**config.mk**
```make
export PLATFORM = sky130hd
export DESIGN_NAME = regpkt_decoder
export DESIGN_NICKNAME = d
export VERILOG_FILES = /design/src/rtl/regpkt_pkg.sv /design/src/rtl/regpkt_parser.sv /design/src/rtl/regpkt_exec.sv /design/src/rtl/regpkt_resp.sv /design/src/rtl/regpkt_decoder.sv
export SDC_FILE = /design/constraint.sdc
export NUM_CORES = 1
export LEC_CHECK = 0
export BUFFER_PORTS_ARGS = -buffer_cell sky130_fd_sc_hd__buf_4
export CORE_AREA = 2 2 228 140
export CTS_CLUSTER_DIAMETER = 60
export DETAILED_ROUTE_END_ITERATION = 10
export DIE_AREA = 0 0 230 142
export GPL_TIMING_DRIVEN = 0
export PLACE_DENSITY = 0.69
export RECOVER_POWER = 100
export SYNTH_ARGS = -nofsm -noshare
export SYNTH_HDL_FRONTEND = slang
export SYNTH_SLANG_ARGS = --single-unit
```
**constraint.sdc**
```tcl
create_clock -name clk -period 9.83 [get_ports clk]
set_input_delay 1.966 -clock clk [delete_from_list [all_inputs] [get_ports clk]]
set_output_delay 1.966 -clock clk [all_outputs]
set_load 0.02 [all_outputs]
```
**src/rtl/regpkt_pkg.sv**
```systemverilog
package regpkt_pkg;

  localparam logic [7:0] OP_WRITE   = 8'h99;
  localparam logic [7:0] OP_READ    = 8'hDD;
  localparam logic [7:0] LIST_END   = 8'hFE;
  localparam int         HDR_BYTES  = 2;
  localparam int         SLOT_BYTES = 3;

  typedef enum logic [1:0] {PH_RX, PH_EXEC, PH_RSP} phase_t;
  typedef enum logic [1:0] {KIND_WR, KIND_RD, KIND_BAD} kind_t;

  function automatic kind_t decode_op(input logic [7:0] op);
    if (op == OP_WRITE) return KIND_WR;
    if (op == OP_READ)  return KIND_RD;
    return KIND_BAD;
  endfunction

  // entry number that a body offset falls into
  function automatic int unsigned slot_of(input int unsigned off);
    return off / SLOT_BYTES;
  endfunction

  // position inside a three-byte slot: 0 address, 1 data, 2 spare/status
  function automatic int unsigned lane_of(input int unsigned off);
    return off % SLOT_BYTES;
  endfunction

endpackage

```
**src/rtl/regpkt_parser.sv**
```systemverilog
module regpkt_parser
  import regpkt_pkg::*;
#(
  parameter int MAX_ENTRIES = 8,
  parameter int IDX_W       = 3,
  parameter int NUM_W       = 4
) (
  input  logic                         clk,
  input  logic                         rst_n,
  input  logic                         take,
  input  logic [7:0]                   byte_in,
  output logic                         pkt_start,
  output logic                         pkt_done,
  output kind_t                        kind,
  output logic [NUM_W-1:0]             n_entries,
  output logic [MAX_ENTRIES-1:0][7:0]  entry_addr,
  output logic [MAX_ENTRIES-1:0][7:0]  entry_data
);

  localparam int PKT_BYTES = HDR_BYTES + SLOT_BYTES * MAX_ENTRIES;
  localparam int POS_W     = $clog2(PKT_BYTES);

  logic [POS_W-1:0]            pos_q;
  logic [7:0]                  op_q;
  logic                        ended_q;
  logic [NUM_W-1:0]            n_q;
  logic [MAX_ENTRIES-1:0][7:0] addr_q;
  logic [MAX_ENTRIES-1:0][7:0] data_q;

  logic [POS_W-1:0] off;
  logic [IDX_W-1:0] slot;
  logic [1:0]       lane;
  logic             in_body;
  logic             at_last;

  always_comb begin
    in_body = pos_q >= POS_W'(HDR_BYTES);
    off     = pos_q - POS_W'(HDR_BYTES);
    slot    = IDX_W'(slot_of(32'(off)));
    lane    = 2'(lane_of(32'(off)));
    at_last = pos_q == POS_W'(PKT_BYTES - 1);
  end

  always_ff @(posedge clk) begin
    if (!rst_n) begin
      pos_q   <= '0;
      op_q    <= '0;
      ended_q <= 1'b0;
      n_q     <= '0;
      addr_q  <= '0;
      data_q  <= '0;
    end else if (take) begin
      pos_q <= at_last ? '0 : pos_q + POS_W'(1);
      if (pos_q == '0) begin
        op_q    <= byte_in;
        ended_q <= 1'b0;
        n_q     <= '0;
      end else if (in_body && !ended_q) begin
        if (lane == 2'd0) begin
          if (byte_in == LIST_END) begin
            ended_q <= 1'b1;
          end else begin
            addr_q[slot] <= byte_in;
            n_q          <= n_q + NUM_W'(1);
          end
        end else if (lane == 2'd1) begin
          data_q[slot] <= byte_in;
        end
      end
    end
  end

  assign pkt_start  = take && (pos_q == '0);
  assign pkt_done   = take && at_last;
  assign kind       = decode_op(op_q);
  assign n_entries  = n_q;
  assign entry_addr = addr_q;
  assign entry_data = data_q;

  // once the list has ended, later bytes of the packet never add entries
  assert_end_freezes_R3: assert property (@(posedge clk) disable iff (!rst_n)
    (take && ended_q && pos_q != '0) |=> $stable(n_q));

endmodule

```
**src/rtl/regpkt_exec.sv**
```systemverilog
module regpkt_exec
  import regpkt_pkg::*;
#(
  parameter int MAX_ENTRIES = 8,
  parameter int IDX_W       = 3,
  parameter int NUM_W       = 4
) (
  input  logic                         clk,
  input  logic                         rst_n,
  input  logic                         clear,
  input  logic                         run,
  input  logic                         is_rd,
  input  logic [NUM_W-1:0]             n_entries,
  input  logic [MAX_ENTRIES-1:0][7:0]  entry_addr,
  input  logic [MAX_ENTRIES-1:0][7:0]  entry_data,
  input  logic [7:0]                   bus_rdata,
  input  logic [7:0]                   bus_status,
  output logic [7:0]                   bus_addr,
  output logic [7:0]                   bus_wdata,
  output logic                         bus_we,
  output logic                         bus_re,
  output logic                         acc_last,
  output logic [MAX_ENTRIES-1:0][7:0]  res_addr,
  output logic [MAX_ENTRIES-1:0][7:0]  res_data,
  output logic [MAX_ENTRIES-1:0][7:0]  res_stat
);

  logic [IDX_W-1:0] idx_q;

  always_ff @(posedge clk) begin
    if (!rst_n || !run) idx_q <= '0;
    else                idx_q <= idx_q + IDX_W'(1);
  end

  assign bus_addr  = entry_addr[idx_q];
  assign bus_wdata = entry_data[idx_q];
  assign bus_we    = run && !is_rd;
  assign bus_re    = run && is_rd;
  assign acc_last  = run && (NUM_W'(idx_q) + NUM_W'(1) == n_entries);

  always_ff @(posedge clk) begin
    if (!rst_n || clear) begin
      res_addr <= '0;
      res_data <= '0;
      res_stat <= '0;
    end else if (bus_re) begin
      res_addr[idx_q] <= entry_addr[idx_q];
      res_data[idx_q] <= bus_rdata;
      res_stat[idx_q] <= bus_status;
    end
  end

  // accesses walk the list one entry per clock without gaps
  assert_in_order_R1: assert property (@(posedge clk) disable iff (!rst_n)
    (run && idx_q != '0) |-> ($past(run) && ($past(idx_q) + IDX_W'(1) == idx_q)));

  // no access beyond the last listed entry
  assert_within_list_R3: assert property (@(posedge clk) disable iff (!rst_n)
    run |-> (NUM_W'(idx_q) < n_entries));

endmodule

```
**src/rtl/regpkt_resp.sv**
```systemverilog
module regpkt_resp
  import regpkt_pkg::*;
#(
  parameter int MAX_ENTRIES = 8,
  parameter int IDX_W       = 3
) (
  input  logic                         clk,
  input  logic                         rst_n,
  input  logic                         run,
  input  logic                         out_ready,
  input  logic [MAX_ENTRIES-1:0][7:0]  res_addr,
  input  logic [MAX_ENTRIES-1:0][7:0]  res_data,
  input  logic [MAX_ENTRIES-1:0][7:0]  res_stat,
  output logic                         out_valid,
  output logic [7:0]                   out_data,
  output logic                         rsp_last
);

  localparam int RSP_BYTES = SLOT_BYTES * MAX_ENTRIES;
  localparam int PTR_W     = $clog2(RSP_BYTES);

  logic [PTR_W-1:0] ptr_q;
  logic [IDX_W-1:0] slot;
  logic [1:0]       lane;

  always_ff @(posedge clk) begin
    if (!rst_n || !run) ptr_q <= '0;
    else if (out_ready) ptr_q <= ptr_q + PTR_W'(1);
  end

  always_comb begin
    slot = IDX_W'(slot_of(32'(ptr_q)));
    lane = 2'(lane_of(32'(ptr_q)));
    case (lane)
      2'd0:    out_data = res_addr[slot];
      2'd1:    out_data = res_data[slot];
      default: out_data = res_stat[slot];
    endcase
  end

  assign out_valid = run;
  assign rsp_last  = run && out_ready && (ptr_q == PTR_W'(RSP_BYTES - 1));

  // a stalled response byte is held
  assert_hold_R8: assert property (@(posedge clk) disable iff (!rst_n)
    (out_valid && !out_ready) |=> (out_valid && $stable(out_data)));

endmodule

```
**src/rtl/regpkt_decoder.sv**
```systemverilog
module regpkt_decoder
  import regpkt_pkg::*;
#(
  parameter int MAX_ENTRIES = 8
) (
  input  logic       clk,
  input  logic       rst_n,
  input  logic       in_valid,
  input  logic [7:0] in_data,
  output logic       in_ready,
  output logic       out_valid,
  output logic [7:0] out_data,
  input  logic       out_ready,
  output logic [7:0] bus_addr,
  output logic [7:0] bus_wdata,
  output logic       bus_we,
  output logic       bus_re,
  input  logic [7:0] bus_rdata,
  input  logic [7:0] bus_status,
  output logic       bad_cmd_seen
);

  localparam int IDX_W = (MAX_ENTRIES > 1) ? $clog2(MAX_ENTRIES) : 1;
  localparam int NUM_W = $clog2(MAX_ENTRIES + 1);

  phase_t phase_q;
  logic   err_q;

  logic                        take;
  logic                        pkt_start;
  logic                        pkt_done;
  kind_t                       kind;
  logic                        is_rd;
  logic [NUM_W-1:0]            n_entries;
  logic [MAX_ENTRIES-1:0][7:0] entry_addr;
  logic [MAX_ENTRIES-1:0][7:0] entry_data;
  logic                        acc_last;
  logic                        rsp_last;
  logic [MAX_ENTRIES-1:0][7:0] res_addr;
  logic [MAX_ENTRIES-1:0][7:0] res_data;
  logic [MAX_ENTRIES-1:0][7:0] res_stat;

  assign in_ready     = (phase_q == PH_RX);
  assign take         = in_ready && in_valid;
  assign is_rd        = (kind == KIND_RD);
  assign bad_cmd_seen = err_q;

  always_ff @(posedge clk) begin
    if (!rst_n) begin
      phase_q <= PH_RX;
      err_q   <= 1'b0;
    end else begin
      case (phase_q)
        PH_RX: if (pkt_done) begin
          case (kind)
            KIND_WR: phase_q <= (n_entries != '0) ? PH_EXEC : PH_RX;
            KIND_RD: phase_q <= (n_entries != '0) ? PH_EXEC : PH_RSP;
            default: err_q   <= 1'b1;
          endcase
        end
        PH_EXEC: if (acc_last) phase_q <= is_rd ? PH_RSP : PH_RX;
        PH_RSP:  if (rsp_last) phase_q <= PH_RX;
        default: phase_q <= PH_RX;
      endcase
    end
  end

  regpkt_parser #(.MAX_ENTRIES(MAX_ENTRIES), .IDX_W(IDX_W), .NUM_W(NUM_W)) u_parser (
    .clk(clk), .rst_n(rst_n), .take(take), .byte_in(in_data),
    .pkt_start(pkt_start), .pkt_done(pkt_done), .kind(kind),
    .n_entries(n_entries), .entry_addr(entry_addr), .entry_data(entry_data)
  );

  regpkt_exec #(.MAX_ENTRIES(MAX_ENTRIES), .IDX_W(IDX_W), .NUM_W(NUM_W)) u_exec (
    .clk(clk), .rst_n(rst_n), .clear(pkt_start), .run(phase_q == PH_EXEC),
    .is_rd(is_rd), .n_entries(n_entries), .entry_addr(entry_addr),
    .entry_data(entry_data), .bus_rdata(bus_rdata), .bus_status(bus_status),
    .bus_addr(bus_addr), .bus_wdata(bus_wdata), .bus_we(bus_we), .bus_re(bus_re),
    .acc_last(acc_last), .res_addr(res_addr), .res_data(res_data), .res_stat(res_stat)
  );

  regpkt_resp #(.MAX_ENTRIES(MAX_ENTRIES), .IDX_W(IDX_W)) u_resp (
    .clk(clk), .rst_n(rst_n), .run(phase_q == PH_RSP), .out_ready(out_ready),
    .res_addr(res_addr), .res_data(res_data), .res_stat(res_stat),
    .out_valid(out_valid), .out_data(out_data), .rsp_last(rsp_last)
  );

  // the input side is closed while the bus is in use
  assert_ready_low_R7: assert property (@(posedge clk) disable iff (!rst_n)
    (bus_we || bus_re) |-> !in_ready);

  // the unknown-opcode flag never clears on its own
  assert_err_sticky_R5: assert property (@(posedge clk) disable iff (!rst_n)
    bad_cmd_seen |=> bad_cmd_seen);

  // an unknown opcode is followed by no access
  assert_bad_no_access_R5: assert property (@(posedge clk) disable iff (!rst_n)
    (pkt_done && kind == KIND_BAD) |=> !(bus_we || bus_re));

  // responses are produced for read packets only
  assert_rsp_read_R2: assert property (@(posedge clk) disable iff (!rst_n)
    out_valid |-> is_rd);

endmodule

```
# Word-level counts from Yosys, hierarchy flattened
# Cells that the tools add are included.
# word_totals
register_bits	349
in_bits	28
output_inout_bits	29
elab_cells	164
# classes
addsub	6
div	4
magnitude_cmp	6
n_eq_ne	16
muxes	44
bitwise	4
reduce_logical	36
# op_table
operator	count
bitwise mux 64 bit	5
binary-select mux 8 bit (select 3 bit)	5
divider 5 x 2 -> 32 bit (second input constant)	2
modulo 5 x 2 -> 32 bit (second input constant)	2
2-to-1 mux 8 bit	7
demux 8 bit (select 3 bit)	2
== test 8 bit (second input constant)	3
2-to-1 mux 2 bit	9
2-to-1 mux 4 bit	4
one-hot mux 8 bit (2 select lines)	1
< comparator 3 x 4 -> 1 bit (second input constant)	3
AND reduction 4 bit	3
logical AND 1 bit	11
adder 5 x 1 -> 5 bit (second input constant)	2
== test 5 bit (second input constant)	2
AND reduction 5 bit	2
== test 2 x 1 -> 1 bit (second input constant)	4
logical NOT 2 bit	4
2-to-1 mux 1 bit	8
>= comparator 3 x 1 -> 1 bit (second input constant)	2
one-hot mux 2 bit (3 select lines)	1
nonzero test 2 bit	3
>= comparator 5 x 2 -> 1 bit (second input constant)	1
logical NOT 1 bit	5
other kinds (18)	25

# Depth between registers and ports, before layout
# logic_depth
depth_word	9
mapped_depth	26
ltp_nobuf	22

# Cells and area by module
# Synthesis repeated with hierarchy kept, for this count alone.
# hier_totals
cells_unflattened	2063
area_unflattened_um2	17694.5
# modules_own_cells
mod	instances	cells_per_inst	area_each_um2	seq_area_each_um2
regpkt_exec	1	983	8054.0	3903.7
regpkt_parser	1	698	6772.7	2922.8
regpkt_resp	1	362	2697.6	100.1
regpkt_decoder	1	20	170.2	60.1

# Worst setup path before layout
# OpenSTA, ideal clock, no wires.
# synth_timing
kind	register -> output
startpoint	register u_resp.ptr_q[3]
endpoint	output out_data[3]
arrival_ns	4.813
required_ns	7.864
path_slack_ns	3.051
stages_incl_launch_ff	20
n_path_buf	4
cell_sequence	dfxtp_1 > buf_2 > clkbuf_1 > ha_1 > nand3b_1 > xor2_1 > mux2_2 > ha_1 > a211oi_1 > xnor2_1 > ha_1 > nor2_1 > o21ai_0 > a211oi_1 > a21oi_1 > clkbuf_1 > clkbuf_1 > mux4_2 > a22oi_1 > nand3_1
# synth_via
elab_chain_len	4
elab_cells_between_ends	11
cone_classes	div (2); eq/ne (1); mux (7); reduce/logical (1)
# synth_lines
element	line	rtl
start: declaration	regpkt_resp.sv:22	logic [PTR_W-1:0] ptr_q;
start signal: assignment	regpkt_resp.sv:28	else if (out_ready) ptr_q <= ptr_q + PTR_W'(1);
divider 5 x 2 -> 32 bit	regpkt_pkg.sv:20	return off / SLOT_BYTES;
binary-select mux 8 bit (select 3 bit), on equally long branches	regpkt_resp.sv:37, regpkt_resp.sv:35, regpkt_resp.sv:36	
2-to-1 mux 8 bit, on equally long branches	regpkt_resp.sv:37, regpkt_resp.sv:35, regpkt_resp.sv:36	
one-hot mux 8 bit (2 select lines) *	regpkt_resp.sv:34	case (lane)
end: declaration	regpkt_decoder.sv:12	output logic [7:0] out_data,
# Every way passes the cells marked *; elsewhere a longest branch is shown, timed or not. The select of a mux whose other input is x is not followed.

# Worst setup path after layout
# Same ends and word-level chain as after synthesis.

==> metrics.md <==
| Metric | Value |
|---|---|
| Layout cell share with drive strength beyond 1 | 6.256% |
| Final hold violations | 0 |
| Crit end category | output port |
| Bufs and invs on worst path | 5 |
| # DRC | 0 |
| Post-synth cell types | 72 |
| Period Utilization, post-route | 98.15% |
| Hold Crit Class | flop to flop |
| Post-CTS setup buffers | 0 |
| Synth Instances | 1961 |
| H-tree depth | 2 |
| Final worst slack | 0.1821 ns |
| Port Buffers | 39 |
| Most frequent cell after synthesis | nand2_1 |
| Crit Path Max Fanout | 10 |
| Total vias in the final route | 15040 |
| DP Wirelength | 38720 um |
| Fin nets | 2086 |
| DRT antenna net count | 0 |
| Clock Tree Buf Depth | 3 |
| Cell accounting for the most synthesized area | dfxtp_1 |
| Register bit total from synthesis | 349 |
| Die ar. | 0.03266 mm2 |
| Total CTS buffers | 35 |
| Crit path kind | flop to output port |
| Highest Signal Layer | met5 |
| Total track usage | 32.65% |
| Post-Place Cells | 2416 |
| Slew Limit Fails | 9 |
| Yosys top cell area share | 43.45% |
| Drt total wl | 53960 um |
| RSZ-0062 raised after global routing | false |
| Die width | 230 um |
| Via/cell ratio | 6.069 |
| Met3 wire len | 7454 um |
| Placer Congestion | 0.9538 |
| Layout Skew | 0.01361 ns |
| Std-Cell Rows | 50 |
| First-pass GRT wire length | 81890 um |
| FMAX | 0.1037 GHz |
| Critical path's top delay family | compound AO/OA/AOI/OAI gates |
| Post-Place Setup Slack | 1.255 ns |
| Largest net degree at the start of global routing | 16 |
| Register area share after synthesis | 43.45% |
| Crit-path cells | buf_2 > clkbuf_1 > ha_1 > nand3b_1 > xor2_1 > mux2_2 > ha_1 > a211oi_1 > xnor2_1 > ha_1 > nor2_1 > o21ai_0 > a211oi_1 > clkbuf_1 > clkbuf_1 > mux2_2 > o21ai_0 > o21ai_0 > a22oi_1 > nand3_1 > clkbuf_2 |
| Final Non-Filler Cells | 2478 |
| Initial Utilization | 52.46% |
| Syn nets | 2010 |
| First-pass DRT Iterations | 6 |
| Startpoint Class | flop |
| Worst slew pin tran | 1.956 ns |
| Asr flop ratio synth | 0% |
| Diode count | 0 |
| TritonCTS clock tree | yes |
| Hold_buf cts | 0 |
| CP max-delay cell | a211oi_1 |
| Met2 WL | 20400 um |
| Initial antenna violation count | 0 |
| EDFF count, synth | 0 |
| Post-Syn Area | 0.01608 mm2 |
| Avg Cell Area, Syn | 8.200 um2 |
| CP Data Arrival Time | 7.68 ns |
| Final setup viols | 0 |
| Failing checks | max-capacitance violations, max-slew violations |
| Req. time, crit path | 7.86 ns |
| Routed len/inst | 21.78 um |
| Setup TNS | 0 ns |
| Peak supply drop | 0.1157 mV |
| Synth area leaders | dfxtp_1 43%, nand2_1 12%, mux2i_1 8.0%, a21oi_1 4.5%, a211oi_1 3.7% |
| Max-cap viol count | 2 |
| # fillers | 2841 |
| Overflow after GRT | 0 |
| Worst hold path depth | 2 |
| Top_reg_cell synth | dfxtp_1 |
| Die H | 142 um |
| Critical Path Max Stage Delay | 1.04 ns |
| Synth warnings | 0 |
| IO Count | 57 |
| Area grow syn2layout | 11.50% |
| CTS sink cnt | 349 |
| Reg2reg path depth | 25 |
| Fin Hold WS | 0.4524 ns |
| Min cycle time layout | 9.648 ns |
| CTS resizes | 0 |
| Max-Slew Margin vs Limit | -31.40% |
| Root buf cell | clkbuf_16 |
| Placeable Area | 0.03065 mm2 |
| Number of global-route vias before repair | 13720 |
| Worst path depth | 21 |
| Skew-Pair Late Insertion Delay | 0.54 ns |
| Power, Total | 3.048 mW |
| Run status | finished with violations |
| Iteration-0 DRC count of the detailed router | 2114 |
| Commonest cells post-synth | 523 x nand2_1, 349 x dfxtp_1, 143 x a21oi_1, 143 x clkbuf_1, 128 x mux2i_1 |
| Wl on met1 | 24780 um |
| Clk slew on worst S/H paths | 0.06 ns |
| Power Dens Cells | 170.0 mW/mm2 |
| Leakage power | 6.251 nW |
[cell families (layout without fill, tap and decap cells)]
logic type	Yosys count	in the layout	synth area share, %
AOI/OAI and AO/OA	400	400	16.07
xor gates and xnor gates	18	18	1.027
adders and majority gates	21	21	1.634
buffers and inverters	198	299	4.824
DFF	349	349	43.45
muxes	157	157	10.98
and+or+nand+nor	818	818	22.02
[state kept, by name, summed over array words and instances (netlist names), 4 cells and up]
signal,cells
u_parser.pos_q,5
u_parser.entry_addr,64
u_exec.res_addr,64
u_exec.res_data,64
u_resp.ptr_q,5
u_parser.entry_data,64
u_parser.op_q,8
u_exec.res_stat,64
u_parser.n_entries,4
[tightest hold or removal path: cells and delay by family (launching register included)]
kind | cells | cell delay [ns]
AO/OA/AOI/OAI | 1 | 0.05
flip-flops | 1 | 0.31
AND/OR/NAND/NOR | 1 | 0.05
[power breakdown]
part | internal (mW) | switching [mW]
Clock | 0.810 | 0.593
Sequential | 1.42 | 0.00576
Combinational | 0.0598 | 0.160
[final timing paths]
check / to / from / slack [ns]
worst max-delay path: out_data[3] / u_resp.ptr_q[3] / 0.18
worst min-delay path: u_exec.res_stat[19] / u_exec.res_stat[19] / 0.45
worst max register to register: u_parser.entry_data[5] / u_parser.pos_q[1] / 2.17
worst min register to register: u_exec.res_stat[19] / u_exec.res_stat[19] / 0.45
[layout by cell type, fill, tap and decap left out, types with 10 or more instances in the layout]
cell type and instances:
nand2b_1 18, o21ai_0 44, nand2_1 523, xnor2_1 10, a21oi_1 143, nor2_1 103
nand3_1 70, and2_0 10, clkbuf_2 18, clkbuf_1 181, a221oi_1 10, a211oi_1 80
mux2_2 14, dfxtp_1 349, clkbuf_16 36, and3_1 15, inv_1 26, buf_4 13
mux2i_1 128, mux4_2 14, ha_1 21, a22oi_1 54, nand4_1 21, nor2b_1 15
a22o_1 11
[through the flow]
stage | cell area (um2) | utilization [%]
6_report | 17930 | 58.49
2_1_floorplan | 16080 | -
5_1_grt | 17930 | 58.49
3_3_place_gp | 16890 | 55.11
3_5_place_dp | 16890 | 55.11
4_1_cts | 18080 | 58.98
[final cells by class]
class | count | area [um2] | share of cell area, %
clock buffers | 49 | 1020 | 5.687
clock inverters | 13 | 167.7 | 0.9351
inverters | 26 | 97.59 | 0.5443
multi-input cells | 1414 | 8269 | 46.12
flip-flops and latches | 349 | 6987 | 38.97
plain buffers | 172 | 670.6 | 3.740
repair buffers | 39 | 197.7 | 1.103
well taps | 416 | 520.5 | 2.903
[layer usage]
metal  up-vias  GRT usage, %
met5         -         1.935
met4         2         8.149
met2       908         43.17
li1       6902             -
met1      7118         50.88
met3       108         9.095
Note: power is estimated with default switching activity, not from simulation.
